[src/rtl/dds_regbank_pkg.sv]
package dds_regbank_pkg;
  localparam int unsigned BYTE_W   = 8;
  localparam int unsigned ADR_GATE = 0;
  localparam int unsigned ADR_CFGA = 1;
  localparam int unsigned ADR_CFGB = 2;
  localparam int unsigned ADR_CHAN = 4;
  localparam int unsigned CFGA_W   = 24;
  localparam int unsigned CFGB_W   = 16;
  localparam logic [7:0]  GATE_RST = 8'hF0;
endpackage

[src/rtl/regbank_asm.sv]
// Byte assembler: gathers consecutive writes to one address, MSB first.
module regbank_asm #(
  parameter int ADDR_W = 8,
  parameter int MAXB   = 4,
  localparam int CNT_W = $clog2(MAXB + 1),
  localparam int DW    = MAXB * 8
) (
  input  logic              clk,
  input  logic              rst,
  input  logic              wr_en,
  input  logic [ADDR_W-1:0] addr,
  input  logic [7:0]        wdata,
  input  logic [CNT_W-1:0]  len,
  output logic              commit,
  output logic [DW-1:0]     word
);
  logic [ADDR_W-1:0] cur_addr;
  logic [CNT_W-1:0]  cnt, cnt_nx;
  logic [DW-9:0]     acc;
  logic              cont;

  always_comb begin
    cont   = (cnt != '0) && (addr == cur_addr);
    cnt_nx = cont ? cnt + CNT_W'(1) : CNT_W'(1);
    word   = cont ? {acc, wdata} : {{(DW-8){1'b0}}, wdata};
    commit = wr_en && (len != '0) && (cnt_nx == len);
  end

  always_ff @(posedge clk) begin
    if (rst) begin
      cnt      <= '0;
      cur_addr <= '0;
      acc      <= '0;
    end else if (wr_en) begin
      if (len == '0 || commit) begin
        cnt <= '0;
      end else begin
        cnt      <= cnt_nx;
        acc      <= word[DW-9:0];
        cur_addr <= addr;
      end
    end
  end

  // the byte count never reaches the longest register length
  p_cnt_bound_r6: assert property (@(posedge clk) disable iff (rst)
    commit |=> (cnt == '0));
endmodule

[src/rtl/regbank_glob.sv]
// Global registers: gate bits act at once, the rest are double buffered.
module regbank_glob #(
  parameter int NCH    = 2,
  parameter int CFGA_W = 24,
  parameter int CFGB_W = 16,
  parameter logic [7:0] GATE_RST = 8'hF0,
  localparam int MODE_W = 8 - NCH
) (
  input  logic              clk,
  input  logic              rst,
  input  logic              upd,
  input  logic              wr_gate,
  input  logic              wr_cfga,
  input  logic              wr_cfgb,
  input  logic [CFGA_W-1:0] wdat,
  output logic [NCH-1:0]    chan_en,
  output logic [MODE_W-1:0] mode_shd,
  output logic [MODE_W-1:0] mode_act,
  output logic [CFGA_W-1:0] cfga_shd,
  output logic [CFGA_W-1:0] cfga_act,
  output logic [CFGB_W-1:0] cfgb_shd,
  output logic [CFGB_W-1:0] cfgb_act
);
  always_ff @(posedge clk) begin
    if (rst) begin
      chan_en  <= GATE_RST[7 -: NCH];
      mode_shd <= GATE_RST[MODE_W-1:0];
      cfga_shd <= '0;
      cfgb_shd <= '0;
    end else begin
      if (wr_gate) begin
        chan_en  <= wdat[7 -: NCH];
        mode_shd <= wdat[MODE_W-1:0];
      end
      if (wr_cfga) cfga_shd <= wdat;
      if (wr_cfgb) cfgb_shd <= wdat[CFGB_W-1:0];
    end
  end

  always_ff @(posedge clk) begin
    if (rst) begin
      mode_act <= GATE_RST[MODE_W-1:0];
      cfga_act <= '0;
      cfgb_act <= '0;
    end else if (upd) begin
      mode_act <= mode_shd;
      cfga_act <= cfga_shd;
      cfgb_act <= cfgb_shd;
    end
  end

  // active copies hold while no update is pending
  p_hold_r3: assert property (@(posedge clk) disable iff (rst)
    !upd |=> ($stable(cfga_act) && $stable(cfgb_act) && $stable(mode_act)));
  // an update copies the shadow seen at that edge
  p_copy_r4: assert property (@(posedge clk) disable iff (rst)
    upd |=> (cfga_act == $past(cfga_shd) && cfgb_act == $past(cfgb_shd)
             && mode_act == $past(mode_shd)));
endmodule

[src/rtl/regbank_chan.sv]
// One channel's register set: shadow memory plus active copy.
module regbank_chan #(
  parameter int NREGS = 2,
  parameter int REG_W = 32,
  localparam int IDX_W = (NREGS > 1) ? $clog2(NREGS) : 1
) (
  input  logic             clk,
  input  logic             rst,
  input  logic             upd,
  input  logic             wr,
  input  logic [IDX_W-1:0] widx,
  input  logic [REG_W-1:0] wdat,
  output logic [REG_W-1:0] shd [NREGS],
  output logic [REG_W-1:0] act [NREGS]
);
  always_ff @(posedge clk) begin
    if (rst) begin
      for (int r = 0; r < NREGS; r++) shd[r] <= '0;
    end else if (wr) begin
      shd[widx] <= wdat;
    end
  end

  always_ff @(posedge clk) begin
    if (rst) begin
      for (int r = 0; r < NREGS; r++) act[r] <= '0;
    end else if (upd) begin
      for (int r = 0; r < NREGS; r++) act[r] <= shd[r];
    end
  end

  for (genvar r = 0; r < NREGS; r++) begin : g_chk
    // a gated-off channel keeps its shadow
    p_gate_r5: assert property (@(posedge clk) disable iff (rst)
      !wr |=> $stable(shd[r]));
  end
endmodule

[src/rtl/dds_regbank.sv]
module dds_regbank
  import dds_regbank_pkg::*;
#(
  parameter int NCH      = 2,
  parameter int NCH_REGS = 2,
  parameter int REG_W    = 32,
  parameter int ADDR_W   = 8,
  localparam int SEL_W   = $clog2(REG_W / 8),
  localparam int MODE_W  = 8 - NCH
) (
  input  logic                      clk,
  input  logic                      rst,
  input  logic                      wr_en,
  input  logic [ADDR_W-1:0]         addr,
  input  logic [7:0]                wdata,
  input  logic                      rd_en,
  input  logic                      rd_active,
  input  logic [SEL_W-1:0]          rd_byte,
  input  logic                      io_update,
  output logic [7:0]                rdata,
  output logic                      rd_valid,
  output logic                      rd_err,
  output logic [NCH-1:0]            chan_en,
  output logic [MODE_W-1:0]         mode_act,
  output logic [CFGA_W-1:0]         fr1_act,
  output logic [CFGB_W-1:0]         fr2_act,
  output logic [NCH*NCH_REGS*REG_W-1:0] ch_act
);
  localparam int MAXB  = REG_W / 8;
  localparam int CNT_W = $clog2(MAXB + 1);
  localparam int IDX_W = (NCH_REGS > 1) ? $clog2(NCH_REGS) : 1;
  localparam int CH_W  = (NCH > 1) ? $clog2(NCH) : 1;

  logic              upd_q;
  logic [CNT_W-1:0]  len;
  logic              commit;
  logic [REG_W-1:0]  word;
  logic [ADDR_W-1:0] ch_off;
  logic              is_ch, is_gate, is_cfga, is_cfgb;
  logic [IDX_W-1:0]  ch_idx;
  logic [MODE_W-1:0] mode_shd;
  logic [CFGA_W-1:0] cfga_shd;
  logic [CFGB_W-1:0] cfgb_shd;
  logic [REG_W-1:0]  ch_shd_w [NCH][NCH_REGS];
  logic [REG_W-1:0]  ch_act_w [NCH][NCH_REGS];
  logic [CH_W-1:0]   sel_ch;
  logic [REG_W-1:0]  rd_word;
  logic              rd_bad;

  // Address decode and register length in bytes
  always_comb begin
    is_gate = (addr == ADDR_W'(ADR_GATE));
    is_cfga = (addr == ADDR_W'(ADR_CFGA));
    is_cfgb = (addr == ADDR_W'(ADR_CFGB));
    ch_off  = addr - ADDR_W'(ADR_CHAN);
    is_ch   = (ch_off < ADDR_W'(NCH_REGS));
    ch_idx  = ch_off[IDX_W-1:0];
    len     = '0;
    if (is_gate)      len = CNT_W'(1);
    else if (is_cfga) len = CNT_W'(CFGA_W / 8);
    else if (is_cfgb) len = CNT_W'(CFGB_W / 8);
    else if (is_ch)   len = CNT_W'(MAXB);
  end

  always_ff @(posedge clk) begin
    if (rst) upd_q <= 1'b0;
    else     upd_q <= io_update;
  end

  regbank_asm #(.ADDR_W(ADDR_W), .MAXB(MAXB)) u_asm (
    .clk(clk), .rst(rst), .wr_en(wr_en), .addr(addr), .wdata(wdata),
    .len(len), .commit(commit), .word(word)
  );

  regbank_glob #(.NCH(NCH), .CFGA_W(CFGA_W), .CFGB_W(CFGB_W),
                 .GATE_RST(GATE_RST)) u_glob (
    .clk(clk), .rst(rst), .upd(upd_q),
    .wr_gate(commit && is_gate), .wr_cfga(commit && is_cfga),
    .wr_cfgb(commit && is_cfgb), .wdat(word[CFGA_W-1:0]),
    .chan_en(chan_en), .mode_shd(mode_shd), .mode_act(mode_act),
    .cfga_shd(cfga_shd), .cfga_act(fr1_act),
    .cfgb_shd(cfgb_shd), .cfgb_act(fr2_act)
  );

  for (genvar c = 0; c < NCH; c++) begin : g_ch
    regbank_chan #(.NREGS(NCH_REGS), .REG_W(REG_W)) u_chan (
      .clk(clk), .rst(rst), .upd(upd_q),
      .wr(commit && is_ch && chan_en[c]), .widx(ch_idx), .wdat(word),
      .shd(ch_shd_w[c]), .act(ch_act_w[c])
    );
    for (genvar r = 0; r < NCH_REGS; r++) begin : g_out
      assign ch_act[(c*NCH_REGS + r)*REG_W +: REG_W] = ch_act_w[c][r];
    end
  end

  // Read path
  always_comb begin
    sel_ch = '0;
    for (int c = 0; c < NCH; c++) if (chan_en[c]) sel_ch = CH_W'(c);
  end

  always_comb begin
    rd_word = '0;
    rd_bad  = 1'b0;
    if (is_gate) begin
      rd_word = REG_W'({chan_en, rd_active ? mode_act : mode_shd});
    end else if (is_cfga) begin
      rd_word = REG_W'(rd_active ? fr1_act : cfga_shd);
    end else if (is_cfgb) begin
      rd_word = REG_W'(rd_active ? fr2_act : cfgb_shd);
    end else if (is_ch) begin
      if ($onehot(chan_en))
        rd_word = rd_active ? ch_act_w[sel_ch][ch_idx] : ch_shd_w[sel_ch][ch_idx];
      else
        rd_bad = 1'b1;
    end
  end

  always_ff @(posedge clk) begin
    if (rst) begin
      rdata    <= '0;
      rd_valid <= 1'b0;
      rd_err   <= 1'b0;
    end else begin
      rd_valid <= rd_en;
      rd_err   <= rd_en && rd_bad;
      rdata    <= rd_en ? rd_word[rd_byte*8 +: 8] : 8'h00;
    end
  end

  // gate bits follow a gate-register write at the next edge
  p_gate_now_r2: assert property (@(posedge clk) disable iff (rst)
    (wr_en && is_gate) |=> (chan_en == $past(wdata[7 -: NCH])));
  // every read request yields valid data one cycle later
  p_rd_valid_r8: assert property (@(posedge clk) disable iff (rst)
    rd_en |=> rd_valid);
  // an error read carries zero data
  p_err_zero_r9: assert property (@(posedge clk) disable iff (rst)
    rd_err |-> (rd_valid && rdata == 8'h00));
endmodule

[config.mk]
export PLATFORM = sky130hd
export DESIGN_NAME = dds_regbank
export DESIGN_NICKNAME = d
export VERILOG_FILES = /design/src/rtl/dds_regbank_pkg.sv /design/src/rtl/regbank_asm.sv /design/src/rtl/regbank_glob.sv /design/src/rtl/regbank_chan.sv /design/src/rtl/dds_regbank.sv
export SDC_FILE = /design/constraint.sdc
export NUM_CORES = 1
export LEC_CHECK = 0
export CAP_MARGIN = 20
export CORE_ASPECT_RATIO = 0.75
export CORE_MARGIN = 8
export CORE_UTILIZATION = 55
export CTS_CLUSTER_DIAMETER = 100
export DETAILED_ROUTE_END_ITERATION = 10
export DONT_BUFFER_PORTS = 1
export PLACE_DENSITY_LB_ADDON = 0.2
export SLEW_MARGIN = 10
export SYNTH_ARGS = -nofsm -noshare
export SYNTH_HDL_FRONTEND = slang
export SYNTH_SLANG_ARGS = --single-unit
[constraint.sdc]
create_clock -name clk -period 7.34 [get_ports clk]
set_input_delay 0 -clock clk [delete_from_list [all_inputs] [get_ports clk]]
set_output_delay 0 -clock clk [all_outputs]
set_load 0.03 [all_outputs]
* Word level (Yosys, flattened, before mapping)
Index checks and enable logic that the tools add are counted.
** Cells by class
- Add/subtract/negate cells :: 3
- $mul :: 0
- Divide/modulo/power cells :: 0
- $lt $le $gt $ge :: 4
- Equality and inequality tests :: 5
- Shift-type cells :: 1
- Muxes and demuxes :: 38
- Bitwise gates (word level) :: 4
- Reductions and logical operators :: 18
** Operators with widths (count)
- two-way mux 32 bit :: 14
- two-way mux 64 bit :: 6
- bitwise mux 64 bit :: 2
- demux 32 bit (select 1 bit) :: 1
- variable part select 32 x 6 -> 8 bit :: 1
- two-way mux 24 bit :: 1
- two-way mux 3 bit :: 6
- two-way mux 16 bit :: 1
- logical AND 1 bit :: 11
- equality test 8 x 1 -> 1 bit (second input constant) :: 1
- equality test 8 x 2 -> 1 bit (second input constant) :: 1
- equality test 8 bit :: 1
- logical NOT 8 bit :: 1
- < comparator 8 x 2 -> 1 bit (second input constant) :: 1
- subtractor 8 x 3 -> 8 bit (second input constant) :: 1
- two-way mux 1 bit :: 6
- two-way mux 6 bit :: 1
- nonzero test 3 bit :: 2
- greater-or-equal comparator 2 bit (second input constant) :: 2
- NOT 1 -> 2 bit :: 2
- adder 3 x 1 -> 3 bit (second input constant) :: 1
- equality test 3 bit :: 1
- logical NOT 3 bit :: 1
- adder 1 x 1 -> 2 bit :: 1
- other kinds (6) :: 7
** Word-level totals
- Bits in registers :: 396
- Latch bits :: 0
- Memory bits (writable) :: 0
- Bits in read-only memories :: 0
- Bits of input ports :: 24
- Output and inout bits :: 186
- Logic and storage cells :: 95
- Memories kept :: 0

* Logic depth before layout (Yosys ltp)
Gate-level depths: netlist (run 1).
- Word-level depth :: 15
- Gate-level depth with buffers :: 11
- Depth with buffers taken out :: 9

* By module
Synthesis (run 1) repeated with hierarchy kept, for this count alone.
** Unflattened totals
- Cells, all modules :: 1772
- Area, all modules :: 19014.5 um^2
** By module, submodules not included
- regbank_chan :: times used 2, cells an instance 451, area each 4913.5 um^2, sequential area each 2562.5 um^2
- dds_regbank :: times used 1, cells an instance 339, area each 3554.7 um^2, sequential area each 220.2 um^2
- regbank_glob :: times used 1, cells an instance 303, area each 3382.0 um^2, sequential area each 1881.8 um^2
- regbank_asm :: times used 1, cells an instance 228, area each 2250.9 um^2, sequential area each 700.7 um^2

* Worst setup path before layout (run 1)
OpenSTA, ideal clock, no wires.
- Path type :: reg-to-reg
- Start point :: register u_asm.cnt[0]
- End point :: register u_glob.cfgb_shd[10]
- Arrival time :: 2.663 ns
- Setup slack :: 4.550 ns
- Cell stages (with the launch flop) :: 12
- Buffers on the path :: 2
- Path through :: dfxtp_1 > inv_1 > ha_1 > inv_1 > o21ai_1 > or4b_1 > clkbuf_1 > mux2i_1 > a2111oi_4 > buf_6 > mux2i_1 > nor2_1
** On the way
- Longest elaborated chain between the ends :: 6
** Ends and longest elaborated chain
- start: declaration :: RTL line regbank_asm.sv:18 : logic [CNT_W-1:0] cnt, cnt_nx;
- start signal: assignment :: RTL line regbank_asm.sv:38 : cnt <= cnt_nx;
- branches (longest 6 deep; another with adder 3 x 1 -> 3 bit)
- end signal: assignment :: RTL line regbank_glob.sv:36 : if (wr_cfgb) cfgb_shd <= wdat[CFGB_W-1:0];
- end: declaration :: RTL line regbank_glob.sv:21 : output logic [CFGB_W-1:0] cfgb_shd,
Several ways; the timed one is not identified.
A chain may end at the register's enable or synchronous reset.

* Worst setup path after layout (run 1)
- Start point :: register u_glob.chan_en[1]
- End point :: register rdata[4]
** On the way
- Longest elaborated chain between the ends :: 15
** Ends and longest elaborated chain
- start: declaration :: RTL line regbank_glob.sv:16 : output logic [NCH-1:0] chan_en,
- start signal: assignment :: RTL line regbank_glob.sv:26 : chan_en <= GATE_RST[7 -: NCH];
- start signal: assignment :: RTL line regbank_glob.sv:32 : chan_en <= wdat[7 -: NCH];
- two-way mux 1 bit :: RTL line dds_regbank.sv:99 : for (int c = 0; c < NCH; c++) if (chan_en[c]) sel_ch = CH_W'(c);
- NOT 1 -> 2 bit (implied by the code) :: RTL line dds_regbank.sv:113 : rd_word = rd_active ? ch_act_w[sel_ch][ch_idx] : ch_shd_w[sel_ch][ch_idx];
- two-way mux 64 bit (implied by the code) (3 in a row) :: RTL line dds_regbank.sv:113
- two-way mux 32 bit (implied by the code) (3 in a row) :: RTL line dds_regbank.sv:113
- two-way mux 32 bit :: RTL line dds_regbank.sv:113
- two-way mux 32 bit (*) :: RTL line dds_regbank.sv:112 : if ($onehot(chan_en))
- two-way mux 32 bit (*) :: RTL line dds_regbank.sv:111 : end else if (is_ch) begin
- two-way mux 32 bit (*) :: RTL line dds_regbank.sv:109 : end else if (is_cfgb) begin
- two-way mux 32 bit (*) :: RTL line dds_regbank.sv:107 : end else if (is_cfga) begin
- two-way mux 32 bit (*) :: RTL line dds_regbank.sv:105 : if (is_gate) begin
- variable part select 32 x 6 -> 8 bit (*) :: RTL line dds_regbank.sv:127 : rdata <= rd_en ? rd_word[rd_byte*8 +: 8] : 8'h00;
- end signal: assignment :: RTL line dds_regbank.sv:127
- end: declaration :: RTL line dds_regbank.sv:20 : output logic [7:0] rdata,
Mark *: on every way between the ends. The rest lies on a longest branch, timed or not. The select of a mux whose other input is x is not followed.

==> results of run 1 <==
[report_power, final]
group          switching, W  internal [W]
combinational     0.0000789     0.0000556
clock              0.000837       0.00112
sequential        0.0000119       0.00215
total              0.000928       0.00333
[worst max path at each step]
stage                                          end  slack, ps  cells past startpoint
6_report                       rdata[4]$_SDFF_PP0_       3410                      8
4_1_cts        g_ch[1].u_chan.shd[26]$_SDFFE_PP0P_       3140                     10
3_5_place_dp   g_ch[1].u_chan.shd[26]$_SDFFE_PP0P_       3220                     10
3_3_place_gp   g_ch[1].u_chan.shd[18]$_SDFFE_PP0P_       3390                     10
5_1_grt                        rdata[4]$_SDFF_PP0_       3290                      8
2_1_floorplan     u_glob.cfgb_shd[10]$_SDFFE_PP0P_       4550                     11
[area by class of cell]
cell class	instances	area, um^2
sequential	396	7940
inverter	4	15.0
clock inverter	5	62.6
multi-input combinational	1276	8740
antenna	1	2.50
clock buffer	62	1160
timing repair buffer	46	498
fill	2684	12300
tap	406	508
[registers in the layout, summed over array words and instances (netlist names), 16 cells and up]
signal / cells
g_ch.u_chan.act: 128
g_ch.u_chan.shd: 128
u_asm.acc: 24
u_glob.cfga_act: 24
u_glob.cfga_shd: 24
u_glob.cfgb_act: 16
u_glob.cfgb_shd: 16
[per-layer routing]
metal | vias to the layer above | track usage, % | share of wire, %
met1 | 6663 | 38.1 | 45
met4 | 2 | 6.02 | 1.6
met3 | 68 | 7.84 | 9.7
met2 | 518 | 39.4 | 43
met5 | - | 0 | 0.025
li1 | 6223 | - | -
[cell families after synthesis]
family | share of synthesized area (%)
and+or+nand+nor | 15.3
DFF | 45.7
adders and majority gates | 0.144
xor gates and xnor gates | 0.505
muxes | 24.1
AOI/OAI and AO/OA | 10.2
buffers and inverters | 4.15
[through the flow]
step,hold WS (ps),setup slack (ps),power [W]
floorplan,128,4550,0.00233
global placement,103,3390,0.00229
detailed placement,112,3220,0.00229
CTS,4.59,3140,0.00428
global route,40.0,3290,0.00438
finish,37.7,3410,0.00426
[repair_timing]
action | 4_1_cts | 5_1_grt
hold endpoints to repair | 396 | 11
setup buffers | 0 | 0
hold buffers | 26 | 1
[worst min-delay path, delay by kind of cell]
family	cells	cell delay, ps
AO/OA/AOI/OAI	2	110
AND/OR/NAND/NOR	3	410
[layout by cell type, fill, tap and decap left out, types with 2 or more instances in the layout]
master,Yosys,routed
nand4_1,4,4
a2111oi_4,1,3
o21ai_1,6,6
or4_1,2,2
mux4_2,64,64
buf_4,2,13
mux2_2,11,11
clkbuf_8,0,6
o21ai_0,24,24
nor3b_1,6,6
xnor2_1,9,9
buf_16,0,3
o311a_1,6,6
a2111oi_2,4,2
nand2_1,321,321
and2_1,25,25
a221oi_1,2,2
nor2b_1,10,10
a211o_1,7,7
o211a_2,2,2
clkbuf_1,117,15
inv_6,0,2
nor4_1,4,4
a21oi_1,189,189
dfxtp_4,0,2
clkbuf_16,0,41
o211a_1,2,2
o22ai_1,32,32
a2111o_2,0,2
mux2i_1,261,261
clkinvlp_4,0,2
o211ai_1,10,10
inv_1,4,4
ha_1,2,2
buf_6,2,2
dlygate4sd3_1,0,26
nand3_1,32,32
nor2_1,217,216
dfxtp_1,396,394
==> impl_metrics.py, run 1 <==
metrics = {
    "outcome": {
        "status": "completed",
    },
    "timing": {
        "finalClockSkew_ps": 22.0,
        "drv_slew": 0,
        "finalCritPeriodShare_pct": 53.5,
        "hold_viol_final": 0,
        "rsz0062_at_grt": "false",
        "setup_viol": 0,
        "relSlewSlack_pct": 29.2,
        "post-route-min-period_ps": 3930,
        "setup_tns_ps": 0,
        "worst_slew_pin_slew_ps": 1060,
        "fmax_mhz": 255,
    },
    "detailed_routing": {
        "avgRoutedWirePerCell_um": 23.7,
        "drtIter0Drc": 1513,
        "vias_per_cell": 6.14,
        "vias": 13500,
        "first_pass_iters": 5,
        "drc": 0,
        "wirelength_um": 52100,
        "drtAntennaViolNets": 0,
    },
    "critical_path": {
        "reg2reg_to": "rdata[4]$_SDFF_PP0_",
        "reg2reg_depth": 8,
        "worstPathRequired_ps": 7750,
        "crit_top_cell": "nor2_1",
        "cpPeakStageDelay_ps": 750,
        "critPathBufInv": 2,
        "critPathLaunch": "u_glob.chan_en[1]$_SDFFE_PP1P_",
        "r2r_start": "u_glob.chan_en[1]$_SDFFE_PP1P_",
        "critPathSlowestCell": "nand2_1",
        "worst-setup-path-type": "flip-flop to flip-flop",
        "cp-start-kind": "flip-flop",
        "arrival_ps": 4340,
        "cp_max_fo": 38,
        "path_cells": "buf_4, xor2_1, nand2_1, o22ai_1, nor2_1, nor2_1, o311a_1, dlygate4sd3_1",
        "cpLargestDelayFamily": "buffers and inverters",
        "rrSetupSlack_ps": 3410,
        "endpoint_kind": "flip-flop",
    },
    "die": {
        "ios": 210,
        "initial_utilization_pct": 55.6,
        "fp-row-count": 56,
        "die_h_um": 170,
        "die_w_um": 221,
        "die-area_mm2": 0.0375,
        "coreArea_mm2": 0.0312,
    },
    "final_layout": {
        "layout-drive-gt1-share_pct": 9.61,
        "instances_no_fill": 2196,
        "fin_area_mm2": 0.0189,
        "area_growth_syn_to_layout_pct": 9.10,
        "fin_util_pct": 60.7,
        "layout.nets": 1790,
    },
    "synthesis": {
        "yosysTopAreaCell": "dfxtp_1",
        "async_flop_share_pct": 0,
        "synth-seq-cells": 396,
        "synth_commonest_cells": "dfxtp_1, nand2_1, mux2i_1, nor2_1, a21oi_1",
        "ys_seq_area_share_pct": 45.7,
        "avgSynthCellArea_um2": 9.38,
        "synthMostInstantiatedCell": "dfxtp_1",
        "synth-edff-count": 0,
        "ys.flop_type": "dfxtp_1",
        "syn_nets": 1876,
        "synth_area_mm2": 0.0173,
        "yosysWarnings": 0,
        "syn_inst": 1850,
        "yosys.area.top_type_share_pct": 45.7,
        "yosys-top-cells-area": "dfxtp_1, mux2i_1, mux4_2, nand2_1, a21oi_1",
        "synth.distinct_cells": 54,
    },
    "place": {
        "placed_area_mm2": 0.0173,
        "io_buffers": 0,
        "gp_congestion": 0.866,
        "place_inst": 2098,
        "post-dp-hpwl_um": 32900,
    },
    "global_route": {
        "antenna_found_initial": 1,
        "grt_pass1_vias": 12600,
        "grt_max_degree": 388,
        "grt.overflow.total": 0,
        "grtUsageTotal_pct": 26.7,
        "grt_pass1_wl_um": 79000,
    },
    "power": {
        "ir_drop_uv": 146,
        "powerDensity_mw_per_mm2": 225,
        "leakagePower_nw": 6.53,
    },
    "clock_tree": {
        "numCtsBuffers": 40,
        "cts_sinks": 396,
        "htreeDepth": 2,
        "cts_root_buffer": "clkbuf_16",
        "cts_tree": "done",
        "clock_latency_ps": 540,
        "cts-resized-gates": 0,
        "clk_path_buf_depth": 3,
        "cts.clk_slew.worst_paths_ps": 60,
    },
    "min_path": {
        "hold_end": "u_asm.acc[7]$_SDFFE_PP0P_",
        "worstHoldPathCells": 5,
        "min_path_type": "input port to flip-flop",
        "worst_hold_startpoint": "addr[2]",
    },
    "flow_run": {
        "max_cap_violations": 0,
    },
}
No activity file was read; power rests on OpenSTA's default activity.
==> run 2, diff against run 1 <==
==> constraint.sdc (replaced) <==
create_clock -name clk -period 3.18 [get_ports clk]
set_input_delay 0 -clock clk [delete_from_list [all_inputs] [get_ports clk]]
set_output_delay 0 -clock clk [all_outputs]
set_load 0.03 [all_outputs]
==> impl_metrics.py, run 2 (synthesis results as in run 1) <==
metrics = {
    "timing": {
        "relSlewSlack_pct": 45.4,
        "finalClockSkew_ps": 13.5,
        "worst_slew_pin_slew_ps": 813,
        "fmax_mhz": 319,
        "setup_tns_ps": 0,
        "whs_ps": -353,
        "post-route-min-period_ps": 3140,
        "setup_viol": 0,
        "drv_slew": 0,
        "finalCritPeriodShare_pct": 98.7,
        "hold_viol_final": 195,
    },
    "final_layout": {
        "seq_area_mm2": 0.00794,
        "top_regs": "g_ch.u_chan.act: 128 flops, g_ch.u_chan.shd: 128 flops",
        "antenna_cells": 0,
        "layout.nets": 1997,
        "multi_input_area_mm2": 0.00876,
        "area_growth_syn_to_layout_pct": 21.5,
        "layout_common_cells": "dfxtp_1, nand2_1, mux2i_1",
        "nFillCells": 2402,
        "layout-drive-gt1-share_pct": 10.5,
        "fin_util_pct": 67.6,
        "layout_commonest_cell": "dfxtp_1",
    },
    "power": {
        "ir_drop_uv": 456,
        "powerDensity_mw_per_mm2": 478,
        "leakagePower_nw": 8.01,
    },
    "detailed_routing": {
        "vias_per_cell": 5.99,
        "avgRoutedWirePerCell_um": 22.7,
        "wirelength_um": 54600,
        "drc": 0,
        "drtIter0Drc": 1583,
        "first_pass_iters": 7,
        "vias": 14400,
        "drtAntennaViolNets": 0,
    },
    "clock_tree": {
        "cts.clk_slew.worst_paths_ps": 60,
        "cts_root_buffer": "clkbuf_16",
        "numCtsBuffers": 39,
        "cts_sinks": 396,
        "htreeDepth": 2,
        "clk_path_buf_depth": 3,
        "clock_latency_ps": 540,
        "cts_tree": "done",
    },
    "critical_path": {
        "crit_top_cell": "xnor2_1",
        "reg2reg_depth": 9,
        "cp-start-kind": "flip-flop",
        "path_cells": "xnor2_1, nand4_1, or4b_4, xnor2_1, a211oi_2, buf_4, o21ai_1, a21oi_1, dlygate4sd3_1",
        "critPathBufInv": 2,
        "reg2reg_to": "u_asm.acc[14]$_SDFFE_PP0P_",
        "cpPeakStageDelay_ps": 680,
        "cp_max_fo": 12,
        "arrival_ps": 3620,
        "endpoint_kind": "flip-flop",
        "worst-setup-path-type": "flip-flop to flip-flop",
        "rrSetupSlack_ps": 40,
        "r2r_start": "u_asm.cur_addr[6]$_SDFFE_PP0P_",
        "cpLargestDelayFamily": "simple AND/OR/NAND/NOR gates",
        "critPathSlowestCell": "or4b_4",
        "worstPathRequired_ps": 3660,
    },
    "flow_run": {
        "max_cap_violations": 0,
    },
    "global_route": {
        "grt_pass1_vias": 13800,
        "antenna_found_initial": 1,
        "grt.overflow.total": 0,
        "grt_pass1_wl_um": 82700,
        "grt_max_degree": 388,
        "grtUsageTotal_pct": 27.8,
    },
    "die": {
        "coreArea_mm2": 0.0312,
        "die_w_um": 221,
        "die-area_mm2": 0.0375,
        "initial_utilization_pct": 55.6,
        "ios": 210,
        "fp-row-count": 56,
        "die_h_um": 170,
    },
    "min_path": {
        "min_path_type": "input port to flip-flop",
        "worstHoldPathCells": 1,
        "hold_end": "u_glob.cfga_shd[0]$_SDFFE_PP0P_",
        "worst_hold_startpoint": "rst",
    },
    "place": {
        "gp_congestion": 0.935,
        "post-dp-hpwl_um": 33600,
        "io_buffers": 0,
    },
    "outcome": {
        "violations": "negative hold slack",
        "status": "complete, but fails checks",
    },
}
run 2: power breakdown:
group	switching, W	internal (W)	leakage (nW)
logic	0.000121	0.000123	4.16
clock network	0.00194	0.00292	0.667
registers	0.0000155	0.00496	3.19
total	0.00208	0.00801	8.01
run 2: area by class of cell:
type                            instances  share of cell area [%]
Inverter                                4                  0.0712
Multi-Input combinational cell       1276                    41.5
Timing Repair Buffer                  254                    11.9
Clock inverter                         11                   0.766
Clock buffer                           59                    5.66
Tap cell                              406                    2.41
Sequential cell                       396                    37.6
run 2: metal layers:
layer	global-route usage (%)	routed length, um
met3	10.5	6800
met1	37.3	22800
met2	41.6	23700
met4	7.47	1270
met5	0	13
run 2: timing repair:
action,CTS,global route
gates resized for setup,0,7
hold buffers,198,11
buffers inserted,0,6
endpoints found under the setup margin,0,8
endpoints found under the hold margin,396,204
run 2: how the worst max path moves through the flow:
stage	start	cells after the start	to
after floorplan	u_asm.cnt[0]$_SDFFE_PP0P_	11	u_glob.cfgb_shd[10]$_SDFFE_PP0P_
after global placement	u_asm.cnt[0]$_SDFFE_PP0P_	10	u_glob.chan_en[0]$_SDFFE_PP1P_
after detailed placement	u_asm.cnt[0]$_SDFFE_PP0P_	10	u_glob.mode_shd[4]$_SDFFE_PP1P_
after CTS	u_asm.cnt[0]$_SDFFE_PP0P_	10	g_ch[0].u_chan.shd[22]$_SDFFE_PP0P_
after global routing	u_asm.cnt[0]$_SDFFE_PP0P_	11	u_asm.acc[14]$_SDFFE_PP0P_
final	u_asm.cur_addr[6]$_SDFFE_PP0P_	9	u_asm.acc[14]$_SDFFE_PP0P_
run 2: worst register-to-register path: cells and delay by family (launching register included):
family / cells / cell delay [ps]
DFF: 1 / 320
and+or+nand+nor: 2 / 980
AOI/OAI and AO/OA: 3 / 610
buffers and inverters: 2 / 830
xor gates and xnor gates: 2 / 350
run 2: per-stage QoR:
step | cell area, um^2 | total power [W] | cells | worst slack (ps)
after floorplan | 17300 | 0.00538 | 1850 | 390
final | 21100 | 0.0101 | 2406 | 40.8
after global routing | 21100 | 0.0104 | 2406 | -93.0
after detailed placement | 17600 | 0.00528 | 2121 | 334
after CTS | 20900 | 0.0101 | 2389 | 13.9
after global placement | 17600 | 0.00528 | 2121 | 380
==> run 3, diff against run 2 <==
--- a/config.mk
+++ b/config.mk
@@ -6,7 +6,6 @@
 export NUM_CORES = 1
 export LEC_CHECK = 0
 export CAP_MARGIN = 20
-export CORE_ASPECT_RATIO = 0.75
 export CORE_MARGIN = 8
 export CORE_UTILIZATION = 55
 export CTS_CLUSTER_DIAMETER = 100
==> impl_metrics.py, run 3 (synthesis results as in run 1) <==
metrics = {
    "outcome": {
        "status": "complete, but fails checks",
        "violations": "negative hold slack",
    },
    "critical_path": {
        "worstPathRequired_ps": 3590,
        "rrSetupSlack_ps": 7,
        "reg2reg_to": "rdata[7]$_SDFF_PP0_",
        "arrival_ps": 3580,
        "setup.worst_path.end": "rdata[7]$_SDFF_PP0_",
        "critPathLaunch": "u_glob.chan_en[1]$_SDFFE_PP1P_",
        "r2r_start": "u_glob.chan_en[1]$_SDFFE_PP1P_",
        "reg2reg_depth": 7,
        "worst-setup-path-type": "flip-flop to flip-flop",
        "endpoint_kind": "flip-flop",
        "cp_max_fo": 46,
        "cp-start-kind": "flip-flop",
    },
    "clock_tree": {
        "cts_tree": "done",
        "cts_root_buffer": "clkbuf_16",
        "cts_sinks": 396,
        "htreeDepth": 2,
        "clk_path_buf_depth": 3,
        "cts.clk_slew.worst_paths_ps": 60,
        "clock_latency_ps": 540,
        "numCtsBuffers": 42,
    },
    "global_route": {
        "grtUsageTotal_pct": 27.1,
        "grt_max_degree": 388,
        "grt_pass1_vias": 13800,
        "antenna_found_initial": 1,
        "grt_pass1_wl_um": 82000,
        "grt.overflow.total": 0,
    },
    "timing": {
        "hold_viol_final": 7,
        "setup_viol": 0,
        "post-route-min-period_ps": 3170,
        "worst_slew_pin_slew_ps": 992,
        "drv_slew": 0,
        "finalCritPeriodShare_pct": 99.8,
        "relSlewSlack_pct": 33.9,
        "setup_tns_ps": 0,
        "finalClockSkew_ps": 27.4,
        "fmax_mhz": 315,
        "whs_ps": -35.8,
    },
    "die": {
        "initial_utilization_pct": 55.4,
        "die-area_mm2": 0.0375,
        "ios": 210,
        "die_h_um": 194,
        "coreArea_mm2": 0.0313,
        "die_w_um": 194,
        "fp-row-count": 65,
    },
    "min_path": {
        "worst_hold_startpoint": "wr_en",
        "min_path_type": "input port to flip-flop",
    },
    "final_layout": {
        "layout_common_cells": "dfxtp_1, nand2_1, mux2i_1",
        "layout_commonest_cell": "dfxtp_1",
        "layout-drive-gt1-share_pct": 10.6,
        "instances_no_fill": 2425,
        "layout.nets": 2017,
        "area_growth_syn_to_layout_pct": 22.6,
        "top_regs": "g_ch.u_chan.act: 128 flops, g_ch.u_chan.shd: 128 flops",
    },
    "detailed_routing": {
        "avgRoutedWirePerCell_um": 22.5,
        "drc": 0,
        "drtAntennaViolNets": 0,
        "wirelength_um": 54500,
        "vias": 14500,
        "first_pass_iters": 8,
        "drtIter0Drc": 1337,
        "vias_per_cell": 5.98,
    },
    "flow_run": {
        "max_cap_violations": 0,
    },
    "power": {
        "leakagePower_nw": 8.12,
        "ir_drop_uv": 366,
        "powerDensity_mw_per_mm2": 474,
    },
    "place": {
        "post-dp-hpwl_um": 32600,
        "gp_congestion": 0.922,
        "io_buffers": 0,
        "place_inst": 2118,
    },
}
-- run 3: worst min path at each step --
| stage | depth (start not counted) | slack [ps] | end |
|---|---|---|---|
| after floorplan | 1 | 130 | upd_q$_SDFF_PP0_ |
| after global placement | 1 | 100 | upd_q$_SDFF_PP0_ |
| after detailed placement | 1 | 100 | upd_q$_SDFF_PP0_ |
| after CTS | 1 | -440 | u_glob.cfgb_shd[5]$_SDFFE_PP0P_ |
| after global routing | 3 | 6 | rdata[5]$_SDFF_PP0_ |
| final | 5 | -40 | u_glob.mode_shd[0]$_SDFFE_PP0P_ |
-- run 3: metal layers --
metal,wire length (um),vias to the layer above,GRT usage [%]
met5,0,-,0
met1,23300,7111,36.7
met2,24800,604,42.1
met3,5310,82,7.84
met4,1150,0,7.16
li1,-,6710,-
-- run 3: cell type report --
type | count | area [um^2]
timing repair buffer | 271 | 2700
tap | 402 | 503
inverter | 4 | 15.0
clock buffer | 64 | 1200
clock inverter | 10 | 129
sequential | 396 | 7940
fill | 2411 | 10100
multi-input combinational | 1276 | 8770
antenna | 2 | 5.00
-- run 3: report_power, final --
part | total (W) | switching (W) | internal, W
clock network | 0.00481 | 0.00196 | 0.00285
logic | 0.000272 | 0.000144 | 0.000128
registers | 0.00499 | 0.0000259 | 0.00496
-- run 3: what timing repair did --
| item | CTS | global route |
|---|---|---|
| gates resized for setup | 0 | 10 |
| hold buffers | 198 | 23 |
| setup endpoints to repair | 0 | 10 |
| endpoints found under the hold margin | 396 | 201 |
| setup buffers | 0 | 10 |
-- run 3: through the flow --
stage	util [%]	worst slack, ps	hold WS, ps	instance area, um^2	power (W)
after floorplan	-	390	128	17300	0.00538
after global placement	56.1	371	101	17600	0.00528
after detailed placement	56.1	319	102	17600	0.00528
after CTS	66.7	12.4	-443	20900	0.0101
after global routing	67.9	-94.0	5.59	21300	0.0103
final	67.9	7.29	-35.8	21300	0.0101
-- run 3: worst max-delay path: stages (launching register included) --
cell and delay (ps):
dfxtp_4 810, mux4_2 410, mux2i_1 370, o22ai_1 230
a221oi_1 270, o22ai_1 140, o211a_1 230, dlygate4sd3_1 540
